--- src/rtl/pgd_pkg.sv ---
package pgd_pkg;
  localparam int DATA_W      = 8;
  localparam int BIT_IDX_W   = $clog2(DATA_W);
  localparam int NUM_REGS    = 8;
  localparam int PAGE_REG_IX = 0;
  localparam logic [7:0] PAGE_REG_ADDR = 8'h84;

  // Direct address of table entry i
  function automatic logic [7:0] reg_addr(int i);
    case (i)
      0: return PAGE_REG_ADDR;
      1: return 8'h88;
      2: return 8'h8A;
      3: return 8'h88;
      4: return 8'h90;
      5: return 8'hC0;
      6: return 8'hF8;
      7: return 8'h80;
      default: return 8'h00;
    endcase
  endfunction

  // Page on which table entry i lives
  function automatic logic [7:0] reg_page(int i);
    case (i)
      1, 2: return 8'h00;
      3: return 8'h01;
      4: return 8'h02;
      5: return 8'h03;
      6, 7: return 8'h0F;
      default: return 8'h00;
    endcase
  endfunction

  function automatic logic is_global(int i);
    return i == PAGE_REG_IX;
  endfunction

  function automatic logic page_populated(logic [7:0] p);
    return (p == 8'h00) || (p == 8'h01) || (p == 8'h02) ||
           (p == 8'h03) || (p == 8'h0F);
  endfunction

  function automatic logic bit_capable(logic [7:0] a);
    return a[2:0] == 3'b000;
  endfunction

  function automatic logic [DATA_W-1:0] bit_merge(logic [DATA_W-1:0] old,
                                                  logic [BIT_IDX_W-1:0] idx,
                                                  logic v);
    logic [DATA_W-1:0] r;
    r = old;
    r[idx] = v;
    return r;
  endfunction
endpackage

--- src/rtl/pgd_decode.sv ---
module pgd_decode
  import pgd_pkg::*;
(
  input  logic                rd_i,
  input  logic                wr_i,
  input  logic                bit_i,
  input  logic [7:0]          addr_i,
  input  logic [7:0]          page_i,
  output logic [NUM_REGS-1:0] sel_o,
  output logic                rsv_o
);
  logic                access;
  logic                in_range;
  logic                page_ok;
  logic                bit_bad;
  logic                grant;
  logic [NUM_REGS-1:0] raw_hit;

  assign access   = rd_i | wr_i;
  assign in_range = addr_i[7];
  assign page_ok  = page_populated(page_i);
  assign bit_bad  = bit_i & ~bit_capable(addr_i);

  for (genvar g = 0; g < NUM_REGS; g++) begin : g_hit
    localparam logic [7:0] ENT_ADDR = reg_addr(g);
    localparam logic [7:0] ENT_PAGE = reg_page(g);
    localparam logic       ENT_GLOB = is_global(g);
    if (ENT_GLOB) begin : g_glob
      assign raw_hit[g] = (addr_i == ENT_ADDR);
    end else begin : g_paged
      assign raw_hit[g] = (addr_i == ENT_ADDR) && page_ok && (page_i == ENT_PAGE);
    end
  end

  assign grant = access & in_range & ~bit_bad;
  assign sel_o = grant ? raw_hit : '0;
  assign rsv_o = access & in_range & (bit_bad | (raw_hit == '0));
endmodule

--- src/rtl/pgd_bank.sv ---
module pgd_bank
  import pgd_pkg::*;
(
  input  logic                               clk,
  input  logic                               rst_n,
  input  logic [NUM_REGS-1:1]                we_i,
  input  logic                               bit_i,
  input  logic [BIT_IDX_W-1:0]               bit_idx_i,
  input  logic [DATA_W-1:0]                  wdata_i,
  input  logic [7:0]                         cur_page_i,
  output logic [NUM_REGS-1:0][DATA_W-1:0]    val_o
);
  logic [NUM_REGS-1:1][DATA_W-1:0] store_q;

  assign val_o[0] = cur_page_i;

  for (genvar g = 1; g < NUM_REGS; g++) begin : g_reg
    always_ff @(posedge clk or negedge rst_n) begin
      if (!rst_n)
        store_q[g] <= '0;
      else if (we_i[g])
        store_q[g] <= bit_i ? bit_merge(store_q[g], bit_idx_i, wdata_i[0]) : wdata_i;
    end
    assign val_o[g] = store_q[g];

    AST_BIT_OTHERS_KEPT: assert property (@(posedge clk) disable iff (!rst_n)
      (we_i[g] && bit_i) |=>
        (((store_q[g] ^ $past(store_q[g])) & ~(DATA_W'(1) << $past(bit_idx_i))) == '0));
  end

  AST_HOLD_WITHOUT_WE: assert property (@(posedge clk) disable iff (!rst_n)
    (we_i == '0) |=> $stable(store_q));
endmodule

--- src/rtl/paged_reg_decoder.sv ---
module paged_reg_decoder
  import pgd_pkg::*;
(
  input  logic        clk,
  input  logic        rst_n,
  input  logic        rd_en,
  input  logic        wr_en,
  input  logic        bit_mode,
  input  logic [2:0]  bit_sel,
  input  logic [7:0]  dir_addr,
  input  logic [7:0]  wdata,
  input  logic [7:0]  cur_page,
  output logic [7:0]  reg_sel,
  output logic        rsv_hit,
  output logic [7:0]  rdata
);
  logic [NUM_REGS-1:0]             sel;
  logic [NUM_REGS-1:0][DATA_W-1:0] vals;
  logic [NUM_REGS-1:1]             we_vec;
  logic [DATA_W-1:0]               byte_val;
  logic                            access;

  assign access = rd_en | wr_en;

  pgd_decode i_dec (
    .rd_i   (rd_en),
    .wr_i   (wr_en),
    .bit_i  (bit_mode),
    .addr_i (dir_addr),
    .page_i (cur_page),
    .sel_o  (sel),
    .rsv_o  (rsv_hit)
  );

  assign we_vec = wr_en ? sel[NUM_REGS-1:1] : '0;

  pgd_bank i_bank (
    .clk        (clk),
    .rst_n      (rst_n),
    .we_i       (we_vec),
    .bit_i      (bit_mode),
    .bit_idx_i  (bit_sel),
    .wdata_i    (wdata),
    .cur_page_i (cur_page),
    .val_o      (vals)
  );

  always_comb begin
    byte_val = '0;
    for (int i = 0; i < NUM_REGS; i++)
      if (sel[i]) byte_val |= vals[i];
  end

  assign reg_sel = sel;
  assign rdata   = bit_mode ? {{(DATA_W-1){1'b0}}, byte_val[bit_sel]} : byte_val;

  AST_LOW_HALF_QUIET: assert property (@(posedge clk) disable iff (!rst_n)
    !dir_addr[7] |-> (reg_sel == '0 && !rsv_hit));
  AST_SEL_ONEHOT: assert property (@(posedge clk) disable iff (!rst_n)
    $onehot0(reg_sel));
  AST_RSV_NO_SEL: assert property (@(posedge clk) disable iff (!rst_n)
    rsv_hit |-> (reg_sel == '0 && rdata == '0));
  AST_PAGE_REG_ANY_PAGE: assert property (@(posedge clk) disable iff (!rst_n)
    (access && !bit_mode && dir_addr == PAGE_REG_ADDR) |-> (reg_sel[PAGE_REG_IX] && rdata == cur_page));
  AST_MISALIGNED_BIT_RSV: assert property (@(posedge clk) disable iff (!rst_n)
    (access && bit_mode && dir_addr[7] && dir_addr[2:0] != 3'b000) |-> (rsv_hit && reg_sel == '0));
  AST_IDLE_QUIET: assert property (@(posedge clk) disable iff (!rst_n)
    !access |-> (reg_sel == '0 && !rsv_hit));
endmodule

--- config.mk ---
export PLATFORM = sky130hd
export DESIGN_NAME = paged_reg_decoder
export DESIGN_NICKNAME = d
export VERILOG_FILES = /design/src/rtl/pgd_pkg.sv /design/src/rtl/pgd_decode.sv /design/src/rtl/pgd_bank.sv /design/src/rtl/paged_reg_decoder.sv
export SDC_FILE = /design/constraint.sdc
export NUM_CORES = 1
export LEC_CHECK = 0
export ABC_AREA = 1
export ABC_CLOCK_PERIOD_IN_PS = 5200
export CAP_MARGIN = 30
export CORE_ASPECT_RATIO = 0.5
export CORE_MARGIN = 4
export CORE_UTILIZATION = 55
export DETAILED_ROUTE_END_ITERATION = 16
export DONT_BUFFER_PORTS = 1
export PLACE_DENSITY_LB_ADDON = 0.05
export SETUP_SLACK_MARGIN = 0.5
export SYNTH_ARGS = -nofsm -noshare
export SYNTH_HDL_FRONTEND = slang
export SYNTH_SLANG_ARGS = --single-unit
--- constraint.sdc ---
create_clock -name clk -period 5.2 [get_ports clk]
set_clock_uncertainty 0.15 [all_clocks]
set_input_delay 1.04 -clock clk [delete_from_list [all_inputs] [get_ports clk]]
set_output_delay 1.04 -clock clk [all_outputs]
set_load 0.01 [all_outputs]
# == Word level (Yosys, flattened, before mapping) ==
# Index checks and enable logic that the tools add are counted.
# classes
n_div,0
muxes,29
reduce_logical,21
order_cmp,2
bitwise_logic,15
n_eq_ne,11
add_sub_neg,0
shift,0
mul,0
# op_table
op,n
two-way mux 8 bit,17
bitwise mux 8 bit,7
equality test 8 bit (second input constant),7
bitwise OR 8 bit,7
equality test 8 x 2 -> 1 bit (second input constant),2
logical NOT 8 bit,2
logical AND 1 bit,14
equality test 8 x 1 -> 1 bit (second input constant),1
equality test 8 x 4 -> 1 bit (second input constant),1
two-way mux 7 bit,1
bitwise AND 1 bit,4
logical OR 1 bit,4
< comparator 3 x 4 -> 1 bit (second input constant),1
binary-select mux 1 bit (select 3 bit),1
demux 1 bit (select 3 bit),1
>= comparator 3 x 1 -> 1 bit (second input constant),1
logical NOT 3 bit,1
two-way mux 1 bit,2
NOT 1 bit,2
bitwise OR 1 bit,2
# totals
romBits,0
wordCells,85
out_inout_bits,17
mem_count,0
latchBits,0
register_bits,56
ramBits,0
in_bits,32

# == Longest topological paths before layout ==
# depth
word_depth,26
ltp_mapped,17
ltp_nobuf,17

# == Cells and area by module ==
# A second synthesis with hierarchy kept.
# hier_totals
hier_cells,637
hier_area_um2,3901.2
# modules_own_cells
module,seq_area_each_um2,n_inst,area_per_inst_um2,cells_per_inst
pgd_bank,1401.3,1,2785.2,398
paged_reg_decoder,0.0,1,755.7,162
pgd_decode,0.0,1,360.3,77

# == Least setup slack after synthesis ==
# No wires, ideal clock.
# synth_path
path_kind,in2out
startpoint,input port cur_page[7]
endpoint,output port rdata[0]
required_ns,4.010
path_buffers,0
path_stages,13
path_slack_ns,1.693
arrival_time_ns,2.317
cell_sequence,nor2_2 > nand2_2 > nor2_2 > nand2_2 > nor2_4 > inv_2 > nor2_1 > nor2_1 > a21oi_1 > nor2_1 > nand2_1 > nand2_1 > nand2_1
# synth_via
elab_cells_between_ends,41
classes_between,4 x eq/ne; 12 x mux; 7 x bitwise; 18 x reduce/logical
# synth_rtl
item,line_no,text
from (decl),paged_reg_decoder.sv:12,"input logic [7:0] cur_page,"
equality test 8 x 1 -> 1 bit or logical NOT 8 bit (tied branches),pgd_pkg.sv:40,return (p == 8'h00) || (p == 8'h01) || (p == 8'h02) ||
logical OR 1 bit (3 in series),pgd_pkg.sv:40,
logical OR 1 bit,pgd_pkg.sv:41,(p == 8'h03) || (p == 8'h0F);
logical AND 1 bit,pgd_decode.sv:31,assign raw_hit[g] = (addr_i == ENT_ADDR) && page_ok && (page_i == ENT_PAGE);
logical AND 1 bit *,pgd_decode.sv:31,
two-way mux 8 bit *,pgd_decode.sv:36,assign sel_o = grant ? raw_hit : '0;
via reg_sel[7],paged_reg_decoder.sv:13,"output logic [7:0] reg_sel,"
two-way mux 8 bit *,paged_reg_decoder.sv:51,if (sel[i]) byte_val |= vals[i];
binary-select mux 1 bit (select 3 bit),paged_reg_decoder.sv:55,"assign rdata = bit_mode ? {{(DATA_W-1){1'b0}}, byte_val[bit_sel]} : byte_val;"
two-way mux 1 bit (implied by the code),paged_reg_decoder.sv:55,
two-way mux 8 bit *,paged_reg_decoder.sv:55,
to (decl),paged_reg_decoder.sv:15,output logic [7:0] rdata
# The timed path passes the listed nets; every way through them passes the cells marked *. The select of a mux whose other input is x is not followed.

# == Worst setup path in the final report ==
# layout_path
startpoint,input port cur_page[7]
endpoint,output port rdata[0]
# layout_via
elab_chain_len,24
elab_cells_between_ends,41
classes_between,4 x eq/ne; 12 x mux; 7 x bitwise; 18 x reduce/logical
# layout_lines
item,line_no
equality test 8 x 1 -> 1 bit or logical NOT 8 bit (tied branches),"pgd_pkg.sv:40, pgd_decode.sv:31"
logical OR 1 bit (3 in series),pgd_pkg.sv:40
logical OR 1 bit,pgd_pkg.sv:41
logical AND 1 bit (2 in series),pgd_decode.sv:31
two-way mux 8 bit,pgd_decode.sv:36
two-way mux 8 bit,paged_reg_decoder.sv:51
bitwise OR 8 bit,paged_reg_decoder.sv:51
two-way mux 8 bit,paged_reg_decoder.sv:51
[5 not listed],-
two-way mux 8 bit,paged_reg_decoder.sv:51
bitwise OR 8 bit,paged_reg_decoder.sv:51
two-way mux 8 bit,paged_reg_decoder.sv:51
bitwise OR 8 bit,paged_reg_decoder.sv:51
two-way mux 8 bit *,paged_reg_decoder.sv:51
binary-select mux 1 bit (select 3 bit),paged_reg_decoder.sv:55
two-way mux 1 bit (implied by the code),paged_reg_decoder.sv:55
two-way mux 8 bit *,paged_reg_decoder.sv:55
# Every way passes the cells marked *; elsewhere a longest branch is shown, timed or not. The select of a mux whose other input is x is not followed.

==> summary.md <==
| Metric | Value |
|---|---|
| Status | `finished clean` |
| CTS HTree Levels | `2` |
| Reg2Reg Setup Slack | `4.27 ns` |
| Worst Max-Slew Pin Slew | `0.9931 ns` |
| Terminus of the critical flop-to-flop path | `i_bank.val_o[63]` |
| Element type at the critical path start | `input pin` |
| CP Capture Point | `rdata[0]` |
| Share of the clock period used by the worst path after layout | `75.55%` |
| Worst-path fanout max | `17` |
| Latest clock arrival within the worst-skew pair | `0.29 ns` |
| Biggest area consumer among synthesized cells | `sky130_fd_sc_hd__dfrtp_1` |
| CP Class | `input pin to output port` |
| CP Data Required Time | `4.01 ns` |
| Final number of max-transition violations | `0` |
| FFs w/ async S/R, synth | `100.0%` |
| Time the final worst path needs with I/O delays and setup | `3.929 ns` |
| Critical path's slowest cell | `sky130_fd_sc_hd__nor2_8` |
| Routability congestion estimate | `0.8834` |
| Post-cts resize count | `0` |
| Unrepaired setup endpoints after global routing | `false` |
| Layout overhead on the synthesized area | `5.059%` |
| Filler cell count | `656` |
| Most Frequent Cell on Critical Path | `sky130_fd_sc_hd__nand2_1` |
| Leakage power total | `2.237 nW` |
| Register area share after synthesis | `35.63%` |
| Port-buffer cells | `0` |
| Count of max-cap constraint violations | `0` |
| Total clock buffers created by CTS | `5` |
| Post-synth cell types | `37` |
| Number of sinks handled by clock tree synthesis | `56` |
| Fraction of layout instances using a drive strength above 1 | `13.29%` |
| Largest register FFs | `56` |
| WHS | `0.2820 ns` |
| Area of all placed cells without fillers | `0.004131 mm²` |
| Vias in the first global route | `3281` |
| Path class of the lowest-slack min-delay path | `input pin to async pin` |
| Number of antenna violations at the first check in global routing | `0` |
| Critical Path End Type | `output port` |
| Most used standard cell by instance count after synthesis | `sky130_fd_sc_hd__nand2_1` |
| Height of the chip | `67.79 µm` |
| Average footprint of a synthesized cell | `6.875 µm²` |
| Global-route usage over all layers | `26.18%` |
| Prevailing post-synth register cell | `sky130_fd_sc_hd__dfrtp_1` |
| Instance count of the mapped netlist | `572` |
| Synth Cell Area | `0.003933 mm²` |
| Final ANT Viol Nets | `0` |
| Detailed Route Iter0 Violations | `280` |
| CP max stage delay | `0.30 ns` |
| Number of hold-repair buffers added at the cts stage | `0` |
| Total Routed Length | `10.93 mm` |
| Max Buffers Root-to-Sink | `2` |
| Total gr overflow | `0` |
| Worst Setup Slack, final | `1.271 ns` |
| Post-detailed-route wirelength per cell | `16.47 µm` |
| Count of final setup violators | `0` |
| Synth cell count leaders | `sky130_fd_sc_hd__nand2_1, sky130_fd_sc_hd__inv_1, sky130_fd_sc_hd__nor2_1` |
| Top cell type's share of synthesized area | `35.63%` |
| Final design utilization | `60.71%` |
| Total inserted antenna cells | `0` |
| Number of synthesized flops with an enable pin | `0` |
| Clock slew at the register clock pins of the worst setup and hold paths | `0.07 ns` |
| Arrival @ worst endpoint | `2.74 ns` |
| R2R cell count | `4` |
| Maximum number of pins on one net before global-route repair | `57` |
| Cell row count | `21` |
| # IOs | `49` |
| Areal power density over the cells | `205.4 mW/mm²` |
| Drt first pass iters | `5` |
| Mean number of vias per cell | `5.438` |
| Setup WS pre-CTS | `1.237 ns` |
| Fmax | `254.5 MHz` |
| Crit. Startpoint | `cur_page[7]` |
| Clock tree from TritonCTS | `built` |
| Width of the die | `127.6 µm` |
| Die area | `0.008649 mm²` |
| RR Startpoint | `i_bank.val_o[63]` |
| Cell at the root of the clock tree | `sky130_fd_sc_hd__clkbuf_16` |
| Standard cell area after detailed placement | `0.003979 mm²` |
| Rel. slew slack | `33.20%` |
| Syn_nets | `604` |
| Total core area | `0.006805 mm²` |
| Top cells by area, synth | `sky130_fd_sc_hd__dfrtp_1, sky130_fd_sc_hd__nand2_1, sky130_fd_sc_hd__inv_1` |
| Number of synthesized register bits | `56` |
| Number of warnings printed during yosys synthesis | `0` |
| Initial Util | `57.79%` |
| Accumulated negative setup slack | `0 ns` |
| Peak supply drop | `140.4 µV` |
| # DRC | `0` |
| Final hold violations | `0` |
| Final HPWL DP | `8.581 mm` |
| NumNets Final | `603` |
| Post-CTS repair timing setup buffer count | `0` |
| First-pass GRT wire length | `17.19 mm` |
| Number of vias in the routed layout | `3611` |
| Cells along the critical path | `nor2_2, nand2_2, nor2_8, nor2_2, nor2_4, nand2_4, nor2_2, nor2_2, nand3_2, nand2_1, nand2_1, nor2_1, nand2_1, nand2_1, nand2_1` |
-- kinds of logic after synthesis --
logic type | Yosys count | share of synthesized area (%)
simple gates | 315 | 39.29
buf+inv | 116 | 12.19
compound gates | 85 | 12.89
flops | 56 | 35.63
-- cell type report --
class	instances	area (µm²)	area share (%)
multi-input cells	400	2052	49.67
flip-flops and latches	56	1401	33.92
inverters	108	410.4	9.933
clock buffers	6	138.9	3.362
well taps	92	115.1	2.786
clock inverters	2	13.76	0.3331
-- stage by stage --
step           std cells  total power, mW
5_1_grt              664           0.8820
3_3_place_gp         656           0.5020
3_5_place_dp         656           0.5021
4_1_cts              664           0.8547
6_report             664           0.8488
2_1_floorplan        572           0.4936
-- layer usage --
layer / track usage (%) / share of wire [%]
met5: 0 / 0
met4: 4.365 / 1.2
met3: 7.741 / 9.1
met2: 40.64 / 42
met1: 37.03 / 48
-- power breakdown --
part           total [mW]  leakage, nW  internal [mW]  switching [mW]
Sequential          0.435        0.683          0.435      0.00000906
Combinational      0.0593         1.48         0.0130          0.0462
Clock               0.354       0.0772          0.193           0.161
-- cells in the final DEF (no fill, tap or decap), types with 11 or more instances in the layout --
master / count
sky130_fd_sc_hd__dfrtp_1: 56
sky130_fd_sc_hd__nand4_1: 17
sky130_fd_sc_hd__o21ai_1: 12
sky130_fd_sc_hd__o21ai_0: 30
sky130_fd_sc_hd__nor3_1: 11
sky130_fd_sc_hd__inv_1: 95
sky130_fd_sc_hd__nand3_1: 15
sky130_fd_sc_hd__nor2_4: 11
sky130_fd_sc_hd__nor2_2: 11
sky130_fd_sc_hd__nand2_1: 141
sky130_fd_sc_hd__nor2_1: 82
sky130_fd_sc_hd__a21oi_1: 16
sky130_fd_sc_hd__inv_2: 11
-- how the worst min path moves through the flow --
stage                             to  slack (ns)  cells past startpoint
floorplan           i_bank.val_o[40]        0.30                      2
global placement    i_bank.val_o[18]        0.32                      2
detailed placement  i_bank.val_o[19]        0.32                      2
CTS                 i_bank.val_o[55]        0.28                      0
global route        i_bank.val_o[44]        0.26                      0
finish              i_bank.val_o[52]        0.28                      0
-- critical path, delay by kind of cell --
kind / cells / cell delay (ns)
simple gates: 15 / 1.67
Power figures use the tool's default switching activity.
